===== config.mk =====
export PLATFORM = sky130hd
export DESIGN_NAME = rba_result_arb
export DESIGN_NICKNAME = d
export VERILOG_FILES = /design/src/rtl/rba_pkg.sv /design/src/rtl/rba_age_track.sv /design/src/rtl/rba_pick.sv /design/src/rtl/rba_result_arb.sv
export SDC_FILE = /design/constraint.sdc
export NUM_CORES = 1
export LEC_CHECK = 0
export BUFFER_PORTS_ARGS = -buffer_cell sky130_fd_sc_hd__buf_2
export CAP_MARGIN = 20
export CORE_ASPECT_RATIO = 0.75
export CORE_MARGIN = 2
export CORE_UTILIZATION = 28
export CTS_CLUSTER_SIZE = 10
export DETAILED_ROUTE_END_ITERATION = 10
export SYNTH_ARGS = -nofsm -noshare
export SYNTH_HDL_FRONTEND = slang
export SYNTH_SLANG_ARGS = --single-unit

===== constraint.sdc =====
create_clock -name clk -period 23.8 [get_ports clk]
set_clock_uncertainty 0.1 [all_clocks]
set_input_delay 3.57 -clock clk [delete_from_list [all_inputs] [get_ports clk]]
set_output_delay 3.57 -clock clk [all_outputs]
set_load 0.1 [all_outputs]

===== src/rtl/rba_pkg.sv =====
package rba_pkg;

  // Bus identifiers as driven on bus_sel_o.
  typedef enum logic {
    RBA_BUS0 = 1'b0,
    RBA_BUS1 = 1'b1
  } rba_bus_e;

  // Number of result buses the arbiter serves.
  localparam int RBA_NUM_BUSES = 2;

  // Longest run of lost cycles for a unit that keeps requesting.
  function automatic int rba_max_wait(input int num_units);
    return (num_units - 1) / 2;
  endfunction

  // Next value of one age counter; saturates at age_max.
  function automatic int rba_age_next(input logic req, input logic gnt,
                                      input int age, input int age_max);
    if (!req || gnt) return 0;
    if (age >= age_max) return age_max;
    return age + 1;
  endfunction

  // True when candidate a ranks above candidate b: older first, lower index on a tie.
  function automatic logic rba_outranks(input int age_a, input int idx_a,
                                        input int age_b, input int idx_b);
    if (age_a != age_b) return age_a > age_b;
    return idx_a < idx_b;
  endfunction

endpackage


===== src/rtl/rba_age_track.sv =====
module rba_age_track
  import rba_pkg::*;
#(
  parameter int AGE_W   = 2,
  parameter int AGE_MAX = 3
) (
  input  logic             clk,
  input  logic             rst_n,
  input  logic             req_i,
  input  logic             gnt_i,
  output logic [AGE_W-1:0] age_o
);

  logic [AGE_W-1:0] age_q;
  logic [AGE_W-1:0] age_d;

  always_comb begin
    age_d = AGE_W'(rba_age_next(req_i, gnt_i, 32'(age_q), AGE_MAX));
  end

  always_ff @(posedge clk) begin
    if (!rst_n) age_q <= '0;
    else        age_q <= age_d;
  end

  assign age_o = age_q;

endmodule


===== src/rtl/rba_pick.sv =====
module rba_pick
  import rba_pkg::*;
#(
  parameter int NUM_UNITS = 6,
  parameter int AGE_W     = 2,
  parameter int IDX_W     = 3
) (
  input  logic [NUM_UNITS-1:0] cand_i,
  input  logic [AGE_W-1:0]     ages_i [NUM_UNITS],
  output logic [NUM_UNITS-1:0] win_oh_o,
  output logic                 win_vld_o,
  output logic [IDX_W-1:0]     win_idx_o
);

  logic [AGE_W-1:0] best_age;

  // Ascending scan: a later unit replaces the holder only when it strictly outranks it.
  always_comb begin
    win_oh_o  = '0;
    win_vld_o = 1'b0;
    win_idx_o = '0;
    best_age  = '0;
    for (int i = 0; i < NUM_UNITS; i++) begin
      if (cand_i[i] &&
          (!win_vld_o ||
           rba_outranks(32'(ages_i[i]), i, 32'(best_age), 32'(win_idx_o)))) begin
        win_vld_o   = 1'b1;
        win_idx_o   = IDX_W'(i);
        best_age    = ages_i[i];
        win_oh_o    = '0;
        win_oh_o[i] = 1'b1;
      end
    end
  end

endmodule


===== src/rtl/rba_result_arb.sv =====
module rba_result_arb
  import rba_pkg::*;
#(
  parameter int NUM_UNITS = 6
) (
  input  logic                 clk,
  input  logic                 rst_n,
  input  logic [NUM_UNITS-1:0] req_i,
  output logic [NUM_UNITS-1:0] gnt_o,
  output logic [NUM_UNITS-1:0] bus_sel_o,
  output logic [NUM_UNITS-1:0] busy_o
);

  localparam int MAX_WAIT = rba_max_wait(NUM_UNITS);
  localparam int AGE_W    = $clog2(MAX_WAIT + 2);
  localparam int AGE_MAX  = (1 << AGE_W) - 1;
  localparam int IDX_W    = (NUM_UNITS > 1) ? $clog2(NUM_UNITS) : 1;

  // Named internal events, observed by the bound checker.
  logic [AGE_W-1:0]     age_q [NUM_UNITS];
  logic [NUM_UNITS-1:0] win0_oh;
  logic [NUM_UNITS-1:0] win1_oh;
  logic [NUM_UNITS-1:0] cand1;
  logic                 bus0_vld;
  logic                 bus1_vld;
  logic [IDX_W-1:0]     bus0_idx;
  logic [IDX_W-1:0]     bus1_idx;

  for (genvar u = 0; u < NUM_UNITS; u++) begin : g_age
    rba_age_track #(
      .AGE_W  (AGE_W),
      .AGE_MAX(AGE_MAX)
    ) u_age (
      .clk  (clk),
      .rst_n(rst_n),
      .req_i(req_i[u]),
      .gnt_i(gnt_o[u]),
      .age_o(age_q[u])
    );
  end

  // First pass: the best-ranked requester takes bus 0.
  rba_pick #(
    .NUM_UNITS(NUM_UNITS),
    .AGE_W    (AGE_W),
    .IDX_W    (IDX_W)
  ) u_pick0 (
    .cand_i   (req_i),
    .ages_i   (age_q),
    .win_oh_o (win0_oh),
    .win_vld_o(bus0_vld),
    .win_idx_o(bus0_idx)
  );

  // Second pass: the bus-0 winner is removed, so no unit can hold both buses.
  assign cand1 = req_i & ~win0_oh;

  rba_pick #(
    .NUM_UNITS(NUM_UNITS),
    .AGE_W    (AGE_W),
    .IDX_W    (IDX_W)
  ) u_pick1 (
    .cand_i   (cand1),
    .ages_i   (age_q),
    .win_oh_o (win1_oh),
    .win_vld_o(bus1_vld),
    .win_idx_o(bus1_idx)
  );

  assign gnt_o     = win0_oh | win1_oh;
  assign bus_sel_o = win1_oh;
  assign busy_o    = req_i & ~gnt_o;

endmodule


Yosys cells after proc, flatten, opt, wreduce, memory -nomap -nowiden. Cells that the tools add are included.

Register bits after elaboration: 12. Input port bits: 8. Output and inout bits: 18. Logic and storage cells: 200.

Add/sub/neg operators: 6. $lt $le $gt $ge: 24. Eq/ne operators: 10. Mux-type cells: 100. Bitwise operators: 6. Reductions and logical operators: 48.

Operators by type and width (count): 1-bit two-way mux (62); 2-bit two-way mux (28); 2-bit greater-than comparator (10); 2-bit inequality test (10); 1-bit zero test (16); 1-bit logical OR (16); 2-bit by 1-bit adder with 2-bit output, second input constant (6); 6-bit bitwise AND (2); 2-bit >= comparator, second input constant (6); 3-bit two-way mux (4); 6-bit two-way mux (2); 6-bit inverter (2); 2-bit OR reduction (6); 1-bit logical AND (10); 5-bit two-way mux (2); 4-bit two-way mux (2); 3-bit by 2-bit < comparator with 1-bit output, first input constant (2); 3-bit < comparator, first input constant (2); 6-bit OR (1); 2-bit by 1-bit < comparator with 1-bit output, first input constant (2); 2-bit < comparator, first input constant (2); 1-bit inverter (1).

Logic depth before layout (Yosys ltp).
Depth in word-level cells: 69. Depth in mapped cells: 70. Mapped depth without buffers: 65.

Modules after synthesis. A second synthesis with hierarchy kept.

Cell total of the unflattened synthesis: 223. Area total of the unflattened synthesis: 1771.7 sq um.

Modules (own cells, without submodules): rba_pick at u_pick1 (times used 1, cells each 82, area each 596.8 sq um, sequential area each 0.0 sq um); rba_pick at u_pick0 (times used 1, cells each 81, area each 559.3 sq um, sequential area each 0.0 sq um); rba_age_track (times used 6, cells each 7, area each 82.6 sq um, sequential area each 40.0 sq um); rba_result_arb (times used 1, cells each 18, area each 120.1 sq um, sequential area each 0.0 sq um).

Worst setup path after synthesis. OpenSTA, ideal clock, no wires.

Path kind: input to output. Start: in req_i[0]. End: out gnt_o[3]. Data arrival time: 18.067 ns. Required time: 20.130 ns. Slack: 2.063 ns. Cell stages on the path: 67. Path buffers: 5. Cells stage by stage: buf_6 > clkbuf_1 > nand2_1 > ha_1 > nor2b_1 > a2bb2oi_1 > o21ai_1 > mux2i_1 > inv_1 > ha_1 > nor2b_1 > a2bb2oi_1 > o21ai_1 > mux2_2 > ha_1 > nand2_1 > o211ai_1 > nand2_1 > [31 not listed] > o21ai_0 > a21oi_1 > nor2_1 > ha_1 > nor2b_1 > o21ai_0 > inv_1 > o221a_1 > buf_6 > o31ai_1 > ha_1 > a21oi_1 > a21oi_1 > nand2b_1 > o221a_2 > nor3_1 > a31o_2 > buf_4.

Word-level cells in the longest chain between the ends: 65. Elaborated cells on any way between the ends: 128. Those cells by class: order compare (18); eq/ne (10); mux (67); bitwise (3); reduce/logical (30).

Ends and longest elaborated chain: start: declaration (line rba_result_arb.sv:8) `input logic [NUM_UNITS-1:0] req_i,`; 2-bit two-way mux (line rba_pick.sv:24) `if (cand_i[i] &&`; 2-bit greater-than comparator / 2-bit inequality test (equally long branches) (line rba_pkg.sv:28) `if (age_a != age_b) return age_a > age_b;`; 1-bit two-way mux (line rba_pkg.sv:28); 1-bit two-way mux (line rba_pkg.sv:29) `return idx_a < idx_b;`; 1-bit logical OR (line rba_pick.sv:25) `(!win_vld_o ||`; 1-bit logical AND (line rba_pick.sv:24); 2-bit two-way mux (line rba_pick.sv:24); 2-bit greater-than comparator / 2-bit inequality test (equally long branches) (line rba_pkg.sv:28); [50 not listed]; 2-bit greater-than comparator / 2-bit inequality test (equally long branches) (line rba_pkg.sv:28); 1-bit two-way mux (line rba_pkg.sv:28); 1-bit two-way mux (line rba_pkg.sv:29); 1-bit logical OR (line rba_pick.sv:25); 1-bit logical AND (line rba_pick.sv:24); 6-bit two-way mux (*) (line rba_pick.sv:24); net bus_sel_o[3] (line rba_result_arb.sv:10) `output logic [NUM_UNITS-1:0] bus_sel_o,`; 6-bit OR (*) (line rba_result_arb.sv:70) `assign gnt_o = win0_oh | win1_oh;`; end: declaration (line rba_result_arb.sv:9) `output logic [NUM_UNITS-1:0] gnt_o,`.

The timed path passes the listed nets; every way through them passes the cells marked *. The select of a mux whose other input is x is not followed.

Final worst setup path.
Start: in req_i[0]. End: out bus_sel_o[0].

Word-level cells in the longest chain between the ends: 64. Elaborated cells on any way between the ends: 130. Those cells by class: order compare (18); eq/ne (10); mux (70); bitwise (2); reduce/logical (30).

Ends and longest elaborated chain (line): 2-bit two-way mux (rba_pick.sv:24); 2-bit greater-than comparator / 2-bit inequality test (equally long branches) (rba_pkg.sv:28); 1-bit two-way mux (rba_pkg.sv:28); 1-bit two-way mux (rba_pkg.sv:29); 1-bit logical OR (rba_pick.sv:25); 1-bit logical AND (rba_pick.sv:24); 2-bit two-way mux (rba_pick.sv:24); 2-bit greater-than comparator / 2-bit inequality test (equally long branches) (rba_pkg.sv:28); [48 not listed]; 1-bit logical AND (rba_pick.sv:24); 2-bit two-way mux (rba_pick.sv:24); 2-bit greater-than comparator / 2-bit inequality test (equally long branches) (rba_pkg.sv:28); 1-bit two-way mux (rba_pkg.sv:28); 1-bit two-way mux (rba_pkg.sv:29); 1-bit logical OR (rba_pick.sv:25); 1-bit logical AND (rba_pick.sv:24); 6-bit two-way mux (*) (rba_pick.sv:24); end: declaration (rba_result_arb.sv:10).

Every way passes the cells marked *; elsewhere a longest branch is shown, timed or not. The select of a mux whose other input is x is not followed.

==> results.md <==
- Clk buf depth: 2
- Commonest non-fill, non-tap cell in the layout: buf_2
- Synthesized area: 0.001670 mm^2
- Area Overhead vs Synth: 10.49%
- Postcts setup bufs: 0
- Root Buffer Master: clkbuf_8
- Die W: 93.19 um
- # resized after CTS: 0
- Slew Viols, Final: 0
- Worst-path fanout max: 16
- Most frequent cell on the critical path: ha_1
- Crit-path slowest cell: or3_1
- Congestion Overflow GR: 0
- Initial antenna violation count: 0
- Most frequent cells in the layout: buf_2, inv_1, ha_1
- Ratio of cells with drive above 1 in the final layout: 0.2422
- Gr usage total: 0.1273
- Yosys cell types: 55
- Hold Crit Start: g_age[0].u_age.age_o[1]
- Routed WL: 4113 um
- Fin Setup TNS: 0 ns
- Min cycle time layout: 21.97 ns
- Hold Vio Cnt, Final: 0
- FF+latch count, synth: 12
- Number of global-route vias before repair: 1376
- DR vias: 1546
- GP Congestion: 0.8298
- Kind of critical path: in -> out
- Initial Utilization: 0.2882
- Fillers: 629
- Final Cycle Share: 0.9231
- Pin count of the biggest net entering global routing: 17
- Drc violations: 0
- Syn Nets: 235
- Setup WS post-layout: 1.830 ns
- Core Region: 0.005796 mm^2
- Tightest Pin Transition: 0.6164 ns
- Post-synthesis sequential area ratio: 0.1438
- Max_slew headroom: 0.5856
- Dpl hpwl: 3414 um
- Critical Path Start Type: input pin
- Rows: 24
- Beginning of the critical path: req_i[0]
- Num ports: 26
- Pre-CTS setup slack: 1.897 ns
- Worst EP arrival: 18.30 ns
- Origin of the critical flop-to-flop path: g_age[0].u_age.age_o[1]
- Highest Clock Rate: 45.52 MHz
- Worst hold path class: reg -> reg
- Cells after Synth: 207
- First-pass iteration count of the detailed router: 4
- Vias/cell: 5.136
- Post-CTS Hold Buffers: 0
- CTS tree: yes
- IO Port Bufs: 25
- Outcome: finished clean
- Die area: 0.006606 mm^2
- Clock-pin slew on the worst setup and hold paths: 0.05 ns
- Crit path largest cell delay: 0.54 ns
- Syn. warnings: 0
- Crit end category: output port
- Avg WL per Cell: 13.66 um
- Worst-skew pair later-pin latency: 0.24 ns
- RSZ-0062 raised after global routing: no
- CP required: 20.13 ns
- Clk sink count: 12
- Final Setup Violations: 0
- Maximum capacitance violations: 0
- Syn avg cell area: 8.069 um^2
- Final layout net count: 253
- Ant. Diodes: 0
- Post-DRT Antenna Nets: 0
- Num CTS Buffers: 3
- # H-tree levels: 1
- First-pass GRT wire length: 6755 um
- Die Height: 70.89 um
- Max reg flops: 12
- DR iter-0 viols: 81
==> critical path, delay by kind of cell <==
kind | cells | cell delay (ns)
compound gates | 26 | 5.94
fa+ha+maj | 10 | 2.90
buf+inv | 4 | 0.84
mux | 3 | 0.99
simple gates | 21 | 4.08
==> area by class of cell <==
cell class                      count  area [um^2]  area share
Inverter                           21        78.83     0.04271
Tap cell                           78        97.59     0.05288
Clock buffer                        3        41.29     0.02237
Multi-Input combinational cell    162         1262      0.6841
Sequential cell                    12        240.2      0.1302
Timing Repair Buffer               25        125.1     0.06780
==> cells in the mapped netlist (all sizes together) <==
cell,count,area (um^2)
dfxtp,12,240.2
o211ai,4,43.79
mux2,6,71.31
o31ai,6,68.81
nand2,18,67.56
a22oi,1,7.510
a21oi,9,45.04
o21a,4,30.03
nor4b,1,23.77
a21o,2,16.27
ha,20,250.2
or2,1,6.260
nand4,1,6.260
o2111ai,1,8.760
o21ai,15,75.07
o221a,2,22.52
maj3,1,11.26
inv,21,78.83
clkbuf,1,3.750
nor4,1,12.51
nor2,12,45.04
a2bb2oi,2,17.52
o21bai,3,22.52
nor3,9,60.06
mux2i,2,20.02
a31o,1,8.760
or3,1,6.260
o211a,2,20.02
a21boi,3,26.27
nand3,3,15.01
a2111oi,5,57.56
and3,1,6.260
nand2b,3,18.77
a31oi,3,40.04
buf,11,85.08
or3b,1,8.760
and2,4,25.02
nor2b,10,62.56
a211oi,4,35.03
==> per-layer routing <==
metal	routed length, um	global-route usage	vias up
met5	0	0	-
met4	42	0.03922	0
met3	194	0.01917	4
met2	1599	0.1828	29
met1	2277	0.1943	721
li1	-	-	792
==> final timing paths <==
kind | cells after the start | slack (ns) | to
max | 64 | 1.83 | bus_sel_o[0]
min | 2 | 0.38 | g_age[0].u_age.age_o[0]
max reg2reg | 62 | 9.23 | g_age[3].u_age.age_o[0]
min reg2reg | 2 | 0.38 | g_age[0].u_age.age_o[0]
==> stage by stage <==
| step | std cells | utilization | area (um^2) | hold WS (ns) |
|---|---|---|---|---|
| 6_report | 301 | 0.3184 | 1846 | 0.3792 |
| 5_1_grt | 301 | 0.3184 | 1846 | 0.4018 |
| 4_1_cts | 301 | 0.3184 | 1846 | 0.3762 |
| 3_5_place_dp | 298 | 0.3113 | 1804 | 0.3671 |
| 3_3_place_gp | 298 | 0.3113 | 1804 | 0.3567 |
| 2_1_floorplan | 207 | - | 1670 | 0.3321 |
==> cells by family (layout without fill, tap and decap cells) <==
logic type      Yosys count  count (layout)  synth area share
mux                       8               8           0.05468
buf+inv                  33              49            0.1004
compound gates           67              67            0.3266
fa+ha+maj                21              21            0.1566
simple gates             66              66            0.2180
flops                    12              12            0.1438
Power is not shown: default switching activity piles up to over one toggle a cycle in this logic, so the estimate is an artifact.
